--- config.mk ---
export PLATFORM = sky130hd
export DESIGN_NAME = cfg_chunk_writer
export DESIGN_NICKNAME = d
export VERILOG_FILES = /design/src/rtl/cfg_chunk_pkg.sv /design/src/rtl/cfg_chunk_fill.sv /design/src/rtl/cfg_chunk_seq.sv /design/src/rtl/cfg_chunk_writer.sv
export SDC_FILE = /design/constraint.sdc
export NUM_CORES = 1
export LEC_CHECK = 0
export BUFFER_PORTS_ARGS = -buffer_cell sky130_fd_sc_hd__clkbuf_2
export CAP_MARGIN = 20
export CORE_AREA = 2 2 128 130
export DETAILED_ROUTE_END_ITERATION = 10
export DIE_AREA = 0 0 130 132
export HOLD_SLACK_MARGIN = 0.05
export PLACE_DENSITY = 0.74
export SLEW_MARGIN = 20
export SYNTH_ARGS = -nofsm -noshare
export SYNTH_HDL_FRONTEND = slang
export SYNTH_SLANG_ARGS = --single-unit
--- constraint.sdc ---
create_clock -name clk -period 8.98 [get_ports clk]
set_input_delay 1.347 -clock clk [delete_from_list [all_inputs] [get_ports clk]]
set_output_delay 1.347 -clock clk [all_outputs]
set_load 0.01 [all_outputs]
--- src/rtl/cfg_chunk_pkg.sv ---
package cfg_chunk_pkg;

   // Sequencer phases for one command
   typedef enum logic [2:0] {
      PH_IDLE   = 3'd0,
      PH_LOAD   = 3'd1,
      PH_FILL   = 3'd2,
      PH_SEND   = 3'd3,
      PH_FINISH = 3'd4
   } phase_t;

endpackage

--- src/rtl/cfg_chunk_fill.sv ---
module cfg_chunk_fill #(
   parameter int DATA_W    = 32,
   parameter int ADDR_W    = 32,
   parameter int BUF_DEPTH = 512,
   parameter int RD_LAT    = 1,
   localparam int BUF_AW   = $clog2(BUF_DEPTH),
   localparam int CNT_W    = $clog2(BUF_DEPTH + 1)
) (
   input  logic              clk,
   input  logic              rst_n,
   input  logic              go,
   input  logic [ADDR_W-1:0] go_base,
   input  logic [CNT_W-1:0]  go_count,
   output logic              fill_done,
   output logic              src_rd_en,
   output logic [ADDR_W-1:0] src_rd_addr,
   input  logic [DATA_W-1:0] src_rd_data,
   output logic              buf_wr_en,
   output logic [BUF_AW-1:0] buf_wr_addr,
   output logic [DATA_W-1:0] buf_wr_data
);

   initial begin
      assert (RD_LAT >= 1) else $error("RD_LAT must be at least 1");
      assert (BUF_DEPTH >= 2) else $error("BUF_DEPTH must be at least 2");
   end

   logic              issuing_q;
   logic [BUF_AW-1:0] slot_q;
   logic [BUF_AW-1:0] last_q;
   logic [ADDR_W-1:0] base_q;
   logic              is_last;

   assign is_last = (slot_q == last_q);

   always_ff @(posedge clk or negedge rst_n) begin
      if (!rst_n) begin
         issuing_q <= 1'b0;
         slot_q    <= '0;
         last_q    <= '0;
         base_q    <= '0;
      end else if (go) begin
         issuing_q <= 1'b1;
         slot_q    <= '0;
         last_q    <= BUF_AW'(go_count - 1'b1);
         base_q    <= go_base;
      end else if (issuing_q) begin
         slot_q <= slot_q + 1'b1;
         if (is_last) issuing_q <= 1'b0;
      end
   end

   assign src_rd_en   = issuing_q;
   assign src_rd_addr = base_q + ADDR_W'(slot_q);

   // Return pipeline: tracks slot and last flag alongside outstanding reads
   logic              ret_v;
   logic              ret_last;
   logic [BUF_AW-1:0] ret_slot;

   generate
      if (RD_LAT == 1) begin : g_lat1
         logic              v_q;
         logic              l_q;
         logic [BUF_AW-1:0] s_q;
         always_ff @(posedge clk or negedge rst_n) begin
            if (!rst_n) begin
               v_q <= 1'b0;
               l_q <= 1'b0;
               s_q <= '0;
            end else begin
               v_q <= issuing_q;
               l_q <= issuing_q & is_last;
               s_q <= slot_q;
            end
         end
         assign ret_v    = v_q;
         assign ret_last = l_q;
         assign ret_slot = s_q;
      end else begin : g_latn
         logic [RD_LAT-1:0] v_q;
         logic [RD_LAT-1:0] l_q;
         logic [BUF_AW-1:0] s_q [RD_LAT];
         always_ff @(posedge clk or negedge rst_n) begin
            if (!rst_n) begin
               v_q <= '0;
               l_q <= '0;
               for (int s = 0; s < RD_LAT; s++) s_q[s] <= '0;
            end else begin
               v_q[0] <= issuing_q;
               l_q[0] <= issuing_q & is_last;
               s_q[0] <= slot_q;
               for (int s = 1; s < RD_LAT; s++) begin
                  v_q[s] <= v_q[s-1];
                  l_q[s] <= l_q[s-1];
                  s_q[s] <= s_q[s-1];
               end
            end
         end
         assign ret_v    = v_q[RD_LAT-1];
         assign ret_last = l_q[RD_LAT-1];
         assign ret_slot = s_q[RD_LAT-1];
      end
   endgenerate

   assign buf_wr_en   = ret_v;
   assign buf_wr_addr = ret_slot;
   assign buf_wr_data = src_rd_data;
   assign fill_done   = ret_v & ret_last;

   // writes of one pass climb one slot at a time
   assert_wr_order_R2: assert property (@(posedge clk) disable iff (!rst_n)
      (buf_wr_en && !fill_done) |=> (buf_wr_en && buf_wr_addr == $past(buf_wr_addr) + 1'b1));

   // each pass begins at slot 0
   assert_first_slot_R2: assert property (@(posedge clk) disable iff (!rst_n)
      $rose(buf_wr_en) |-> (buf_wr_addr == '0));

   // no read is issued in the cycle a new pass is launched
   assert_no_overlap_R9: assert property (@(posedge clk) disable iff (!rst_n)
      go |-> !src_rd_en && !buf_wr_en);

endmodule

--- src/rtl/cfg_chunk_seq.sv ---
module cfg_chunk_seq
   import cfg_chunk_pkg::*;
#(
   parameter int ADDR_W    = 32,
   parameter int LEN_W     = 24,
   parameter int BUF_DEPTH = 512,
   localparam int CNT_W    = $clog2(BUF_DEPTH + 1)
) (
   input  logic              clk,
   input  logic              rst_n,
   input  logic              cmd_start,
   input  logic [ADDR_W-1:0] cmd_addr,
   input  logic [LEN_W-1:0]  cmd_len,
   output logic              fill_go,
   output logic [ADDR_W-1:0] fill_base,
   output logic [CNT_W-1:0]  fill_count,
   input  logic              fill_done,
   output logic              xfer_req,
   output logic [CNT_W-1:0]  xfer_len,
   input  logic              xfer_done,
   output logic              busy,
   output logic              done
);

   initial begin
      assert (LEN_W >= CNT_W) else $error("LEN_W must cover BUF_DEPTH");
   end

   phase_t            phase_q;
   logic [LEN_W-1:0]  owed_q;
   logic [ADDR_W-1:0] next_q;
   logic [CNT_W-1:0]  chunk;
   logic [LEN_W-1:0]  owed_after;

   assign chunk      = (owed_q < LEN_W'(BUF_DEPTH)) ? CNT_W'(owed_q) : CNT_W'(BUF_DEPTH);
   assign owed_after = owed_q - LEN_W'(chunk);

   always_ff @(posedge clk or negedge rst_n) begin
      if (!rst_n) begin
         phase_q <= PH_IDLE;
         owed_q  <= '0;
         next_q  <= '0;
      end else begin
         unique case (phase_q)
            PH_IDLE: if (cmd_start) begin
               owed_q  <= cmd_len;
               next_q  <= cmd_addr;
               phase_q <= (cmd_len == '0) ? PH_FINISH : PH_LOAD;
            end
            PH_LOAD: phase_q <= PH_FILL;
            PH_FILL: if (fill_done) phase_q <= PH_SEND;
            PH_SEND: if (xfer_done) begin
               owed_q  <= owed_after;
               next_q  <= next_q + ADDR_W'(chunk);
               phase_q <= (owed_after == '0) ? PH_FINISH : PH_LOAD;
            end
            PH_FINISH: phase_q <= PH_IDLE;
            default: phase_q <= PH_IDLE;
         endcase
      end
   end

   assign fill_go    = (phase_q == PH_LOAD);
   assign fill_base  = next_q;
   assign fill_count = chunk;
   assign xfer_req   = (phase_q == PH_SEND);
   assign xfer_len   = chunk;
   assign busy       = (phase_q != PH_IDLE);
   assign done       = (phase_q == PH_FINISH);

   // requested length is nonzero and no larger than the buffer
   assert_len_bound_R3: assert property (@(posedge clk) disable iff (!rst_n)
      xfer_req |-> (xfer_len != '0 && xfer_len <= CNT_W'(BUF_DEPTH)));

   // request holds with the same length until acknowledged
   assert_req_hold_R5: assert property (@(posedge clk) disable iff (!rst_n)
      (xfer_req && !xfer_done) |=> (xfer_req && $stable(xfer_len)));

   // owed count moves only on an acknowledged transfer
   assert_owed_hold_R8: assert property (@(posedge clk) disable iff (!rst_n)
      (busy && !(xfer_req && xfer_done)) |=> $stable(owed_q));

   // empty command completes in the next cycle
   assert_zero_done_R7: assert property (@(posedge clk) disable iff (!rst_n)
      (!busy && cmd_start && cmd_len == '0) |=> (done && busy));

   // done is a single pulse that ends the busy window
   assert_done_pulse_R10: assert property (@(posedge clk) disable iff (!rst_n)
      done |=> (!done && !busy));

endmodule

--- src/rtl/cfg_chunk_writer.sv ---
module cfg_chunk_writer #(
   parameter int DATA_W    = 32,
   parameter int ADDR_W    = 32,
   parameter int LEN_W     = 24,
   parameter int BUF_DEPTH = 512,
   parameter int RD_LAT    = 1,
   localparam int BUF_AW   = $clog2(BUF_DEPTH),
   localparam int CNT_W    = $clog2(BUF_DEPTH + 1)
) (
   input  logic              clk,
   input  logic              rst_n,
   input  logic              cmd_start,
   input  logic [ADDR_W-1:0] cmd_addr,
   input  logic [LEN_W-1:0]  cmd_len,
   output logic              busy,
   output logic              done,
   output logic              src_rd_en,
   output logic [ADDR_W-1:0] src_rd_addr,
   input  logic [DATA_W-1:0] src_rd_data,
   output logic              buf_wr_en,
   output logic [BUF_AW-1:0] buf_wr_addr,
   output logic [DATA_W-1:0] buf_wr_data,
   output logic              xfer_req,
   output logic [CNT_W-1:0]  xfer_len,
   input  logic              xfer_done
);

   logic              fill_go;
   logic [ADDR_W-1:0] fill_base;
   logic [CNT_W-1:0]  fill_count;
   logic              fill_done;

   cfg_chunk_seq #(
      .ADDR_W    (ADDR_W),
      .LEN_W     (LEN_W),
      .BUF_DEPTH (BUF_DEPTH)
   ) u_seq (
      .clk        (clk),
      .rst_n      (rst_n),
      .cmd_start  (cmd_start),
      .cmd_addr   (cmd_addr),
      .cmd_len    (cmd_len),
      .fill_go    (fill_go),
      .fill_base  (fill_base),
      .fill_count (fill_count),
      .fill_done  (fill_done),
      .xfer_req   (xfer_req),
      .xfer_len   (xfer_len),
      .xfer_done  (xfer_done),
      .busy       (busy),
      .done       (done)
   );

   cfg_chunk_fill #(
      .DATA_W    (DATA_W),
      .ADDR_W    (ADDR_W),
      .BUF_DEPTH (BUF_DEPTH),
      .RD_LAT    (RD_LAT)
   ) u_fill (
      .clk         (clk),
      .rst_n       (rst_n),
      .go          (fill_go),
      .go_base     (fill_base),
      .go_count    (fill_count),
      .fill_done   (fill_done),
      .src_rd_en   (src_rd_en),
      .src_rd_addr (src_rd_addr),
      .src_rd_data (src_rd_data),
      .buf_wr_en   (buf_wr_en),
      .buf_wr_addr (buf_wr_addr),
      .buf_wr_data (buf_wr_data)
   );

   // the buffer is left alone while the port engine drains it
   assert_quiet_send_R6: assert property (@(posedge clk) disable iff (!rst_n)
      xfer_req |-> (!src_rd_en && !buf_wr_en));

   // memory activity only inside a command
   assert_idle_quiet_R8: assert property (@(posedge clk) disable iff (!rst_n)
      !busy |-> (!src_rd_en && !buf_wr_en && !xfer_req));

endmodule

# [Word level (Yosys, flattened, before mapping)]
# Cells that the tools add are included.
[totals] ff_bits=121 out_inout_bits=88 elab_cells=52
[op_classes] addsub=5 n_lt_le_gt_ge=1 eq_ne=8 n_mux=18 n_bitwise=2 reduce_logical=8
[ops] op="2-to-1 mux 32 bit" count=2
[ops] op="one-hot mux 32 bit (2 select lines)" count=1
[ops] op="logical NOT 24 bit" count=2
[ops] op="2-to-1 mux 24 bit" count=2
[ops] op="one-hot mux 24 bit (2 select lines)" count=1
[ops] op="adder 32 x 10 -> 32 bit" count=1
[ops] op="adder 32 x 9 -> 32 bit" count=1
[ops] op="< comparator 24 x 10 -> 1 bit (second input constant)" count=1
[ops] op="subtractor 24 x 10 -> 24 bit" count=1
[ops] op="2-to-1 mux 9 bit" count=2
[ops] op="2-to-1 mux 3 bit" count=5
[ops] op="one-hot mux 3 bit (4 select lines)" count=1
[ops] op="2-to-1 mux 10 bit" count=1
[ops] op="adder 9 x 1 -> 9 bit (second input constant)" count=1
[ops] op="== test 9 bit" count=1
[ops] op="subtractor 9 x 1 -> 9 bit (second input constant)" count=1
[ops] op="== test 3 x 2 -> 1 bit (second input constant)" count=2
[ops] op="AND reduction 3 bit" count=2
[ops] op="inequality test 2 bit (second input constant)" count=2
[ops] op="nonzero test 2 bit" count=2
[ops] op="== test 3 x 1 -> 1 bit (second input constant)" count=1
[ops] op="== test 3 bit (second input constant)" count=1
[ops] op="logical NOT 3 bit" count=1
[ops] op="2-to-1 mux 1 bit" count=3
[ops] op="other kinds (3)" count=4

# [Depth between registers and ports, before layout]
# Gate-level depths: netlist (run 1).
[depth] ltp_word=7 mapped_depth=18 mapped_depth_nobuf=14

# [By module]
# From an unflattened synthesis (run 1), not the netlist that was laid out.
[unflattened] hier_cells=897 hier_area_um2=7948.9
[modules_own_cells] module="cfg_chunk_seq" instances=1 cells_per_inst=554 area_per_inst_um2=4357.9 seq_area_each_um2=1476.4
[modules_own_cells] module="cfg_chunk_fill" instances=1 cells_per_inst=343 area_per_inst_um2=3590.9 seq_area_each_um2=1551.5

# [Least setup slack after synthesis (run 1)]
# Ideal clock, no wire load.
[synth_path] path_kind="reg-to-reg" start="reg u_seq.owed_q[20]" end="reg u_seq.next_q[12] (netlist: u_seq.fill_base[12])" t_arrival_ns=3.663 required_ns=8.859 slack_ns=5.196 path_stages_with_launch=19 synth_period_minus_slack_ns=3.784 path_cell_list="dfrtp_1 buf_6 nor4_2 and4_1 buf_4 buf_2 nand2_1 inv_2 ha_1 inv_1 fa_1 nor2b_1 o21ai_0 a21oi_1 o211ai_1 a21oi_1 buf_2 a21oi_1 o22a_1"
[synth_via] elab_chain_cells=5
[synth_lines] element="start: declaration" line="cfg_chunk_seq.sv:30" text="logic [LEN_W-1:0] owed_q;"
[synth_lines] element="start signal: assignment" line="cfg_chunk_seq.sv:46" text="owed_q <= cmd_len;"
[synth_lines] element="start signal: assignment" line="cfg_chunk_seq.sv:53" text="owed_q <= owed_after;"
[synth_lines] element="< comparator 24 x 10 -> 1 bit" line="cfg_chunk_seq.sv:35" text="assign chunk = (owed_q < LEN_W'(BUF_DEPTH)) ? CNT_W'(owed_q) : CNT_W'(BUF_DEPTH);"
[synth_lines] element="2-to-1 mux 10 bit" line="cfg_chunk_seq.sv:35"
[synth_lines] element="net xfer_len[0]" line="cfg_chunk_writer.sv:24" text="output logic [CNT_W-1:0] xfer_len,"
[synth_lines] element="adder 32 x 10 -> 32 bit" line="cfg_chunk_seq.sv:54" text="next_q <= next_q + ADDR_W'(chunk);"
[synth_lines] element="2-to-1 mux 32 bit" line="cfg_chunk_seq.sv:52" text="PH_SEND: if (xfer_done) begin"
[synth_lines] element="one-hot mux 32 bit (2 select lines)" line="cfg_chunk_seq.sv:44" text="unique case (phase_q)"
[synth_lines] element="end signal: assignment" line="cfg_chunk_seq.sv:47" text="next_q <= cmd_addr;"
[synth_lines] element="end signal: assignment" line="cfg_chunk_seq.sv:54"
[synth_lines] element="end: declaration" line="cfg_chunk_seq.sv:31" text="logic [ADDR_W-1:0] next_q;"
# The timed path passes the listed nets, and every way through them passes these cells. The select of a mux whose other input is x is not followed.
# A chain may end at the register's enable or synchronous reset.

# [Worst setup path after layout (run 1)]
[layout_path] start="reg u_fill.slot_q[0]" end="out src_rd_addr[14]"
[layout_via] elab_chain_cells=1
[layout_lines] element="start: declaration" line="cfg_chunk_fill.sv:29" text="logic [BUF_AW-1:0] slot_q;"
[layout_lines] element="start signal: assignment" line="cfg_chunk_fill.sv:48" text="slot_q <= slot_q + 1'b1;"
[layout_lines] element="adder 32 x 9 -> 32 bit" line="cfg_chunk_fill.sv:54" text="assign src_rd_addr = base_q + ADDR_W'(slot_q);"
[layout_lines] element="end: declaration" line="cfg_chunk_writer.sv:18" text="output logic [ADDR_W-1:0] src_rd_addr,"
# Every way passes these cells.

==> flow_summary.yaml, run 1 <==
drt:
  initialDrtViolationCount: 588
  routed_via_density: 5.71
  wl_per_cell_um: 16.2
  drc: 0
  routed_wl_um: 19600
  num_vias: 6930
  dr.pass1.iters: 5
  antenna_left: 0
placed_design:
  gp_congestion: 0.902
  port_buffers: 115
  post-dp-hpwl_um: 14000
die:
  start_util: 0.493
  dieArea_mm2: 0.0172
  coreArea_mm2: 0.0157
  fp.dieW_um: 130
  rows: 46
  io-pin-count: 180
  die_h_um: 132
sta:
  slew_viol_final: 0
  fmax_mhz: 215
  timing.hold.ws_ps: 493
  rsz0062_at_grt: "no"
  worst_clock_skew_ps: 7.32
  fin_crit_ps: 4650
  tns_ps: 0
  max-slew-margin-rel: 0.367
  setup_viol: 0
  worstMarginPinSlew_ps: 949
  post-route-period-util: 0.518
  final_hold_viol_count: 0
final_layout:
  multi_input_area_mm2: 0.00417
  nFillCells: 1480
  syn_to_final_growth_pct: 13.1
  n_antenna_cell: 0
  final_core_util: 0.557
  nets: 1100
  regArea_mm2: 0.00303
  drive_gt1_frac: 0.178
global_route:
  met2_usage: 0.366
  use_met3: 0.0430
  grt_overflow: 0
  grt_pass1_vias: 6522
  antenna_found_initial: 0
  grt_use_total: 0.238
  grt-busiest-layer: "met2"
  gr-usage-met1: 0.344
  grt_pass1_wl_um: 32900
  grt_max_degree: 77
critical_path:
  criticalPathCategory: "reg2out"
  critPathLaunchType: "flip-flop"
  cp.arrival_ps: 3310
  critical_path.cell_chain: "ha_1 > inv_1 > fa_1 > nor2b_1 > o21a_1 > o21ai_0 > a21oi_1 > a41o_1 > nand3_1 > xnor2_1 > clkbuf_2"
  cp.required_ps: 7630
  slowest_delay_ps: 500
  crit_fanout: 11
  cp_slowest_cell: "dfrtp_1"
  critPathCaptureType: "output port"
clocking:
  cts_root_buffer: "clkbuf_16"
  cts.clk_slew.worst_paths_ps: 60
  max-clock-path-buffers: 2
  post_cts_buffers: 0
  cts_tree: "yes"
  ctsHoldBuffers: 0
  clk-insertion-delay-late_ps: 430
  cts_buffers: 17
  clkSinkCount: 121
  cts_max_level: 4
  cts_resized: 0
yosys:
  async_reset_ff_frac: 1.00
  synth.top_cells.by_count: "nand2_1, dfrtp_1, nor2_1, a21oi_1, o21ai_0"
  synth_area_leaders: "dfrtp_1, nand2_1, xnor2_1"
  syn_nets: 1044
  synth_top_area_frac: 0.391
  yosysWarnings: 0
  synth.distinct_cells: 63
  synthFlopType: "dfrtp_1"
  netlist_instances: 928
  synth_top_cell_by_area: "dfrtp_1"
  syn_avg_cell_area_um2: 8.34
  yosysMostFrequentCell: "nand2_1"
  synth-edff-count: 0
  ys_ff_latch: 121
  seq_area_frac_synth: 0.391
  syn-cell-area_mm2: 0.00774
outcome:
  run_status: "finished clean"
flow_run:
  max_cap_violations: 0
pwr:
  p_leak_nw: 4.06
  powerDensity_mw_per_mm2: 334
  vdd_ir_drop_max_v: 0.000221
min_path:
  hp-class: "reg2reg"
==> report_power, final <==
part	internal (W)	switching (W)	total (W)
clock	0.000375	0.000261	0.000636
combinational	0.000503	0.000686	0.00119
sequential	0.000788	0.000308	0.00110
==> layer usage <==
metal | wire length (um) | up-vias
met5 | 0 | -
met4 | 327 | 0
met3 | 1170 | 29
met2 | 9030 | 235
met1 | 9110 | 3288
li1 | - | 3378
==> kinds of logic after synthesis <==
kind of cell               after synthesis  share of synthesized area
xor gates and xnor gates                59                     0.0668
adders and majority gates               24                     0.0407
other                                    1                   0.000484
DFF                                    121                      0.391
and+or+nand+nor                        397                      0.251
buffers and inverters                  107                     0.0716
muxes                                    5                    0.00647
AOI/OAI and AO/OA                      214                      0.171
==> worst paths after layout <==
check                           slack, ps                    end             start  cells after the start
worst max register to register       4370    u_seq.fill_base[28]  u_seq.owed_q[20]                     14
worst min-delay path                  490       u_fill.base_q[5]  u_fill.base_q[5]                      2
max in group asynchronous            6650      u_fill.base_q[18]             rst_n                      2
worst min register to register        490       u_fill.base_q[5]  u_fill.base_q[5]                      2
worst max-delay path                 4330        src_rd_addr[14]  u_fill.slot_q[0]                     11
min in group asynchronous             920  u_fill.buf_wr_addr[1]             rst_n                      1
==> cell type report <==
type,instances,share of cell area
clock buffers,20,0.0533
well taps,216,0.0309
multi-input cells,700,0.476
flip-flops and latches,121,0.346
inverters,19,0.00843
clock inverters,12,0.0104
repair buffers,125,0.0746
==> metrics by stage <==
step,instances,power [W],cell area (um^2),setup slack (ps)
after global routing,1213,0.00315,8750,3970
after floorplan,928,0.00192,7740,5200
after CTS,1213,0.00292,8750,4080
after detailed placement,1181,0.00228,8190,4090
after global placement,1181,0.00223,8190,4320
final,1213,0.00292,8750,4330
==> registers in the layout, summed over array words and instances, names as in the netlist <==
| signal | cells |
|---|---|
| u_fill.base_q | 32 |
| u_fill.buf_wr_addr | 9 |
| u_fill.buf_wr_en | 1 |
| u_fill.g_lat1.l_q | 1 |
| u_fill.last_q | 9 |
| u_fill.slot_q | 9 |
| u_fill.src_rd_en | 1 |
| u_seq.fill_base | 32 |
| u_seq.owed_q | 24 |
| u_seq.phase_q | 3 |
==> cells in the final DEF, fill, tap and decap left out, types with 5 or more instances in the layout <==
| master | n |
|---|---|
| and2_1 | 15 |
| a211oi_1 | 11 |
| nor2_1 | 61 |
| clkinvlp_4 | 5 |
| o21ai_1 | 10 |
| clkbuf_2 | 114 |
| dfrtp_1 | 121 |
| mux2i_1 | 5 |
| xnor2_1 | 43 |
| nor4_2 | 5 |
| o22a_1 | 6 |
| nand4_1 | 18 |
| nand3_1 | 28 |
| and3_1 | 19 |
| buf_4 | 11 |
| o21ai_0 | 52 |
| nand2_1 | 167 |
| inv_1 | 15 |
| and4_1 | 10 |
| a31oi_1 | 15 |
| xor2_1 | 16 |
| nor4_1 | 15 |
| nor3_1 | 22 |
| a21o_1 | 6 |
| clkbuf_16 | 17 |
| ha_1 | 22 |
| or3_1 | 15 |
| o21a_1 | 8 |
| a21oi_1 | 59 |
| a22o_1 | 7 |
| o22ai_1 | 7 |
==> worst max-delay path: cells and delay by family, from the launching register on <==
kind,cells,cell delay [ps]
XOR/XNOR,1,200
adder cells (fa/ha/maj),2,640
flip-flops,1,500
buffers and inverters,2,220
AND/OR/NAND/NOR,2,290
AO/OA/AOI/OAI,4,1020
Power figures use the tool's default switching activity.
==> inputs of run 2 (changes only) <==
--- a/config.mk
+++ b/config.mk
@@ -11,7 +11,7 @@
 export DETAILED_ROUTE_END_ITERATION = 10
 export DIE_AREA = 0 0 130 132
 export HOLD_SLACK_MARGIN = 0.05
-export PLACE_DENSITY = 0.74
+export PLACE_DENSITY = 0.77
 export SLEW_MARGIN = 20
 export SYNTH_ARGS = -nofsm -noshare
 export SYNTH_HDL_FRONTEND = slang
==> constraint.sdc (replaced) <==
create_clock -name clk -period 4.1 [get_ports clk]
set_input_delay 0.615 -clock clk [delete_from_list [all_inputs] [get_ports clk]]
set_output_delay 0.615 -clock clk [all_outputs]
set_load 0.01 [all_outputs]
==> flow_summary.yaml, run 2 (synthesis results as in run 1) <==
critical_path:
  reg2reg_depth: 13
  r2r_end: "u_seq.phase_q[0]"
  crit_end: "src_rd_addr[20]"
  crit_fanout: 11
  critPathLaunchType: "flip-flop"
  path_buf_inv: 2
  criticalPathCategory: "reg2out"
  critical_path.cell_chain: "ha_1 > inv_1 > fa_1 > nor2b_1 > o21a_1 > o21ai_0 > a21oi_1 > a41o_1 > nand4_1 > xnor2_1 > clkbuf_2"
  crit_cells: 11
  cp.arrival_ps: 3250
  crit_family: "compound AO/OA/AOI/OAI gates"
  cp_slowest_cell: "a41o_1"
  critPathCaptureType: "output port"
  worst_r2r_startpoint: "u_seq.owed_q[10]"
  worstSetupStartpoint: "u_fill.slot_q[0]"
  slowest_delay_ps: 500
  cp.required_ps: 3480
  r2r_slack_ps: 330
pwr:
  powerDensity_mw_per_mm2: 741
  p_leak_nw: 4.13
  vdd_ir_drop_max_v: 0.000381
  power.total_w: 0.00658
clocking:
  ctsHoldBuffers: 0
  cts_buffers: 17
  cts.clk_slew.worst_paths_ps: 50
  clkSinkCount: 121
  clk-insertion-delay-late_ps: 420
  max-clock-path-buffers: 2
  cts_tree: "yes"
  cts_max_level: 4
  cts_root_buffer: "clkbuf_16"
  post_cts_buffers: 0
drt:
  dr.pass1.iters: 5
  num_vias: 6889
  drc: 0
  wl_per_cell_um: 16.2
  routed_wl_um: 19700
  routed_via_density: 5.66
  initialDrtViolationCount: 471
  antenna_left: 0
placed_design:
  post-dp-hpwl_um: 14100
  post-place-ws_ps: 309
  placed_cell_area_mm2: 0.00826
  gp_congestion: 0.933
  port_buffers: 115
global_route:
  grt_use_total: 0.237
  antenna_found_initial: 0
  grt_pass1_wl_um: 32400
  grt_pass1_vias: 6521
  grt_max_degree: 74
  grt_overflow: 0
sta:
  tns_ps: 0
  worstMarginPinSlew_ps: 935
  rsz0062_at_grt: "no"
  final_hold_viol_count: 0
  post-route-period-util: 0.944
  timing.hold.ws_ps: 337
  setup_viol: 0
  worst_clock_skew_ps: 9.94
  max-slew-margin-rel: 0.376
  fin_crit_ps: 3870
  slew_viol_final: 0
  setup_ws_ps: 230
  fmax_mhz: 258
final_layout:
  n_antenna_cell: 0
  nets: 1107
  drive_gt1_frac: 0.180
  final_cell_mix: "nand2_1, dfrtp_1, clkbuf_2"
  nFillCells: 1448
  syn_to_final_growth_pct: 14.6
  finalInstanceArea_mm2: 0.00887
  final_common_cell: "nand2_1"
outcome:
  run_status: "finished clean"
die:
  fp.dieW_um: 130
  die_h_um: 132
  start_util: 0.493
  coreArea_mm2: 0.0157
  dieArea_mm2: 0.0172
  rows: 46
  io-pin-count: 180
min_path:
  hp-class: "in2async"
flow_run:
  max_cap_violations: 0
## run 2: cell types whose count changed in the layout (fill, tap and decap cells not counted), moves of 2 or more
cell,delta
inv_6,-2
clkinvlp_4,-3
buf_4,+6
clkbuf_8,-2
bufinv_16,+4
clkbuf_1,+2
clkinv_4,-3
## run 2: power breakdown
group | internal (W) | total [W] | leakage (nW) | switching [W]
Sequential | 0.00173 | 0.00243 | 1.47 | 0.000700
Clock | 0.00102 | 0.00154 | 0.288 | 0.000521
Combinational | 0.00112 | 0.00261 | 2.37 | 0.00149
## run 2: worst min path at each step
stage                                 from               endpoint  slack (ps)
after CTS                            rst_n  u_fill.buf_wr_addr[0]         380
after global routing                 rst_n  u_fill.buf_wr_addr[0]         430
after floorplan                      rst_n       u_fill.base_q[0]         320
after detailed placement  u_fill.base_q[6]       u_fill.base_q[6]         480
final                                rst_n  u_fill.buf_wr_addr[0]         340
after global placement    u_fill.base_q[2]       u_fill.base_q[2]         470
## run 2: area by class of cell
class                           instances  area [um^2]  area share
Sequential cell                       121         3030       0.341
Clock inverter                          9          150      0.0169
Timing Repair Buffer                  132          718      0.0810
Clock buffer                           20          447      0.0504
Multi-Input combinational cell        700         4180       0.472
Tap cell                              216          270      0.0305
Inverter                               19         73.8     0.00832
## run 2: repair_timing
item,CTS,global route
gates resized for setup,0,3
endpoints found under the hold margin,0,0
endpoints found under the setup margin,0,3
## run 2: per-layer routing
layer  track usage  part of all wire  vias to the layer above
li1              -                 -                     3378
met4        0.0747             0.018                        0
met3        0.0430             0.055                       24
met1         0.339              0.47                     3250
met5             0                 0                        -
met2         0.366              0.45                      237
## run 2: through the flow
stage | std cells | utilization
after global placement | 1188 | 0.525
after global routing | 1217 | 0.565
after CTS | 1217 | 0.563
final | 1217 | 0.565
after floorplan | 928 | -
after detailed placement | 1188 | 0.525
==> inputs of run 3 (changes only) <==
--- a/config.mk
+++ b/config.mk
@@ -11,7 +11,7 @@
 export DETAILED_ROUTE_END_ITERATION = 10
 export DIE_AREA = 0 0 130 132
 export HOLD_SLACK_MARGIN = 0.05
-export PLACE_DENSITY = 0.77
+export PLACE_DENSITY = 0.76
 export SLEW_MARGIN = 20
 export SYNTH_ARGS = -nofsm -noshare
 export SYNTH_HDL_FRONTEND = slang
==> flow_summary.yaml, run 3 (synthesis results as in run 1) <==
final_layout:
  final_cell_mix: "nand2_1, dfrtp_1, clkbuf_2"
  final_common_cell: "nand2_1"
  nets: 1107
  finalInstanceArea_mm2: 0.00897
  syn_to_final_growth_pct: 15.9
  stdcell_count: 1220
  drive_gt1_frac: 0.185
  n_antenna_cell: 0
clocking:
  clk-insertion-delay-late_ps: 430
  cts_root_buffer: "clkbuf_16"
  cts_buffers: 17
  cts.clk_slew.worst_paths_ps: 60
  clkSinkCount: 121
  ctsHoldBuffers: 0
  cts_max_level: 4
  cts_tree: "yes"
  max-clock-path-buffers: 2
sta:
  slew_viol_final: 0
  max-slew-margin-rel: 0.456
  worstMarginPinSlew_ps: 813
  post-route-period-util: 0.935
  tns_ps: 0
  fmax_mhz: 261
  fin_crit_ps: 3830
  timing.hold.ws_ps: 271
  setup_ws_ps: 268
  setup_viol: 0
  final_hold_viol_count: 0
  worst_clock_skew_ps: 8.53
die:
  rows: 46
  fp.dieW_um: 130
  io-pin-count: 180
  coreArea_mm2: 0.0157
  die_h_um: 132
  dieArea_mm2: 0.0172
  start_util: 0.493
critical_path:
  crit_fanout: 11
  worst_r2r_startpoint: "u_seq.owed_q[9]"
  r2r_slack_ps: 310
  critPathLaunchType: "flip-flop"
  critPathCaptureType: "output port"
  slowest_delay_ps: 520
  crit_family: "compound AO/OA/AOI/OAI gates"
  path_buf_inv: 2
  critical_path.cell_chain: "ha_1 > inv_1 > fa_1 > nor2b_1 > o21a_1 > o21ai_0 > a21oi_1 > a41o_2 > nand4_1 > xnor2_1 > clkbuf_2"
  cp_slowest_cell: "dfrtp_1"
  r2r_end: "u_seq.phase_q[0]"
  reg2reg_depth: 13
  cp.required_ps: 3480
  cp.arrival_ps: 3220
  criticalPathCategory: "reg2out"
pwr:
  p_leak_nw: 4.17
  powerDensity_mw_per_mm2: 754
  vdd_ir_drop_max_v: 0.000418
drt:
  routed_wl_um: 20200
  wl_per_cell_um: 16.6
  drc: 0
  routed_via_density: 5.65
  initialDrtViolationCount: 529
  antenna_left: 0
  dr.pass1.iters: 5
  num_vias: 6893
flow_run:
  max_cap_violations: 0
global_route:
  antenna_found_initial: 0
  grt_pass1_wl_um: 33400
  grt_use_total: 0.245
  grt_pass1_vias: 6631
  grt_max_degree: 73
  grt_overflow: 0
outcome:
  run_status: "finished clean"
min_path:
  hp-class: "in2async"
placed_design:
  gp_congestion: 0.926
  dp.cells: 1185
  placed_cell_area_mm2: 0.00825
  port_buffers: 115
  post-dp-hpwl_um: 14300
  post-place-ws_ps: 231
[run 3: layout make-up]
| type | instances | area, um^2 |
|---|---|---|
| well taps | 216 | 270 |
| clock buffers | 19 | 453 |
| flip-flops and latches | 121 | 3030 |
| repair buffers | 132 | 731 |
| inverters | 19 | 73.8 |
| clock inverters | 13 | 214 |
| multi-input cells | 700 | 4200 |
| fillers | 1422 | 6740 |
[run 3: metal layers]
metal,routed length [um],track usage
met2,9260,0.377
met4,514,0.0956
met5,0,0
met1,9170,0.342
met3,1270,0.0450
[run 3: repair_timing]
action / in CTS / in global routing
endpoints found under the setup margin: 0 / 12
buffers inserted: 0 / 3
resized for setup: 0 / 6
[run 3: worst max path at each step]
| stage | cells past startpoint | start | end | slack (ps) |
|---|---|---|---|---|
| after global placement | 13 | u_seq.owed_q[10] | u_seq.phase_q[0] | 360 |
| after detailed placement | 15 | u_seq.owed_q[20] | u_seq.fill_base[28] | 230 |
| after global routing | 15 | u_seq.owed_q[10] | u_seq.fill_base[28] | -0.3 |
| after CTS | 11 | u_fill.slot_q[0] | src_rd_addr[20] | 140 |
| final | 11 | u_fill.slot_q[0] | src_rd_addr[20] | 270 |
| after floorplan | 18 | u_seq.owed_q[20] | u_seq.fill_base[12] | 320 |
[run 3: per-stage QoR]
stage,total power (W),util
floorplan,0.00420,-
global placement,0.00493,0.525
detailed placement,0.00502,0.525
CTS,0.00673,0.567
global route,0.00727,0.571
finish,0.00677,0.571
[run 3: power breakdown]
group	total [W]	leakage (nW)	switching, W	internal, W
sequential	0.00244	1.47	0.000711	0.00172
clock	0.00168	0.320	0.000570	0.00112
combinational	0.00265	2.37	0.00151	0.00114
total	0.00677	4.17	0.00279	0.00398
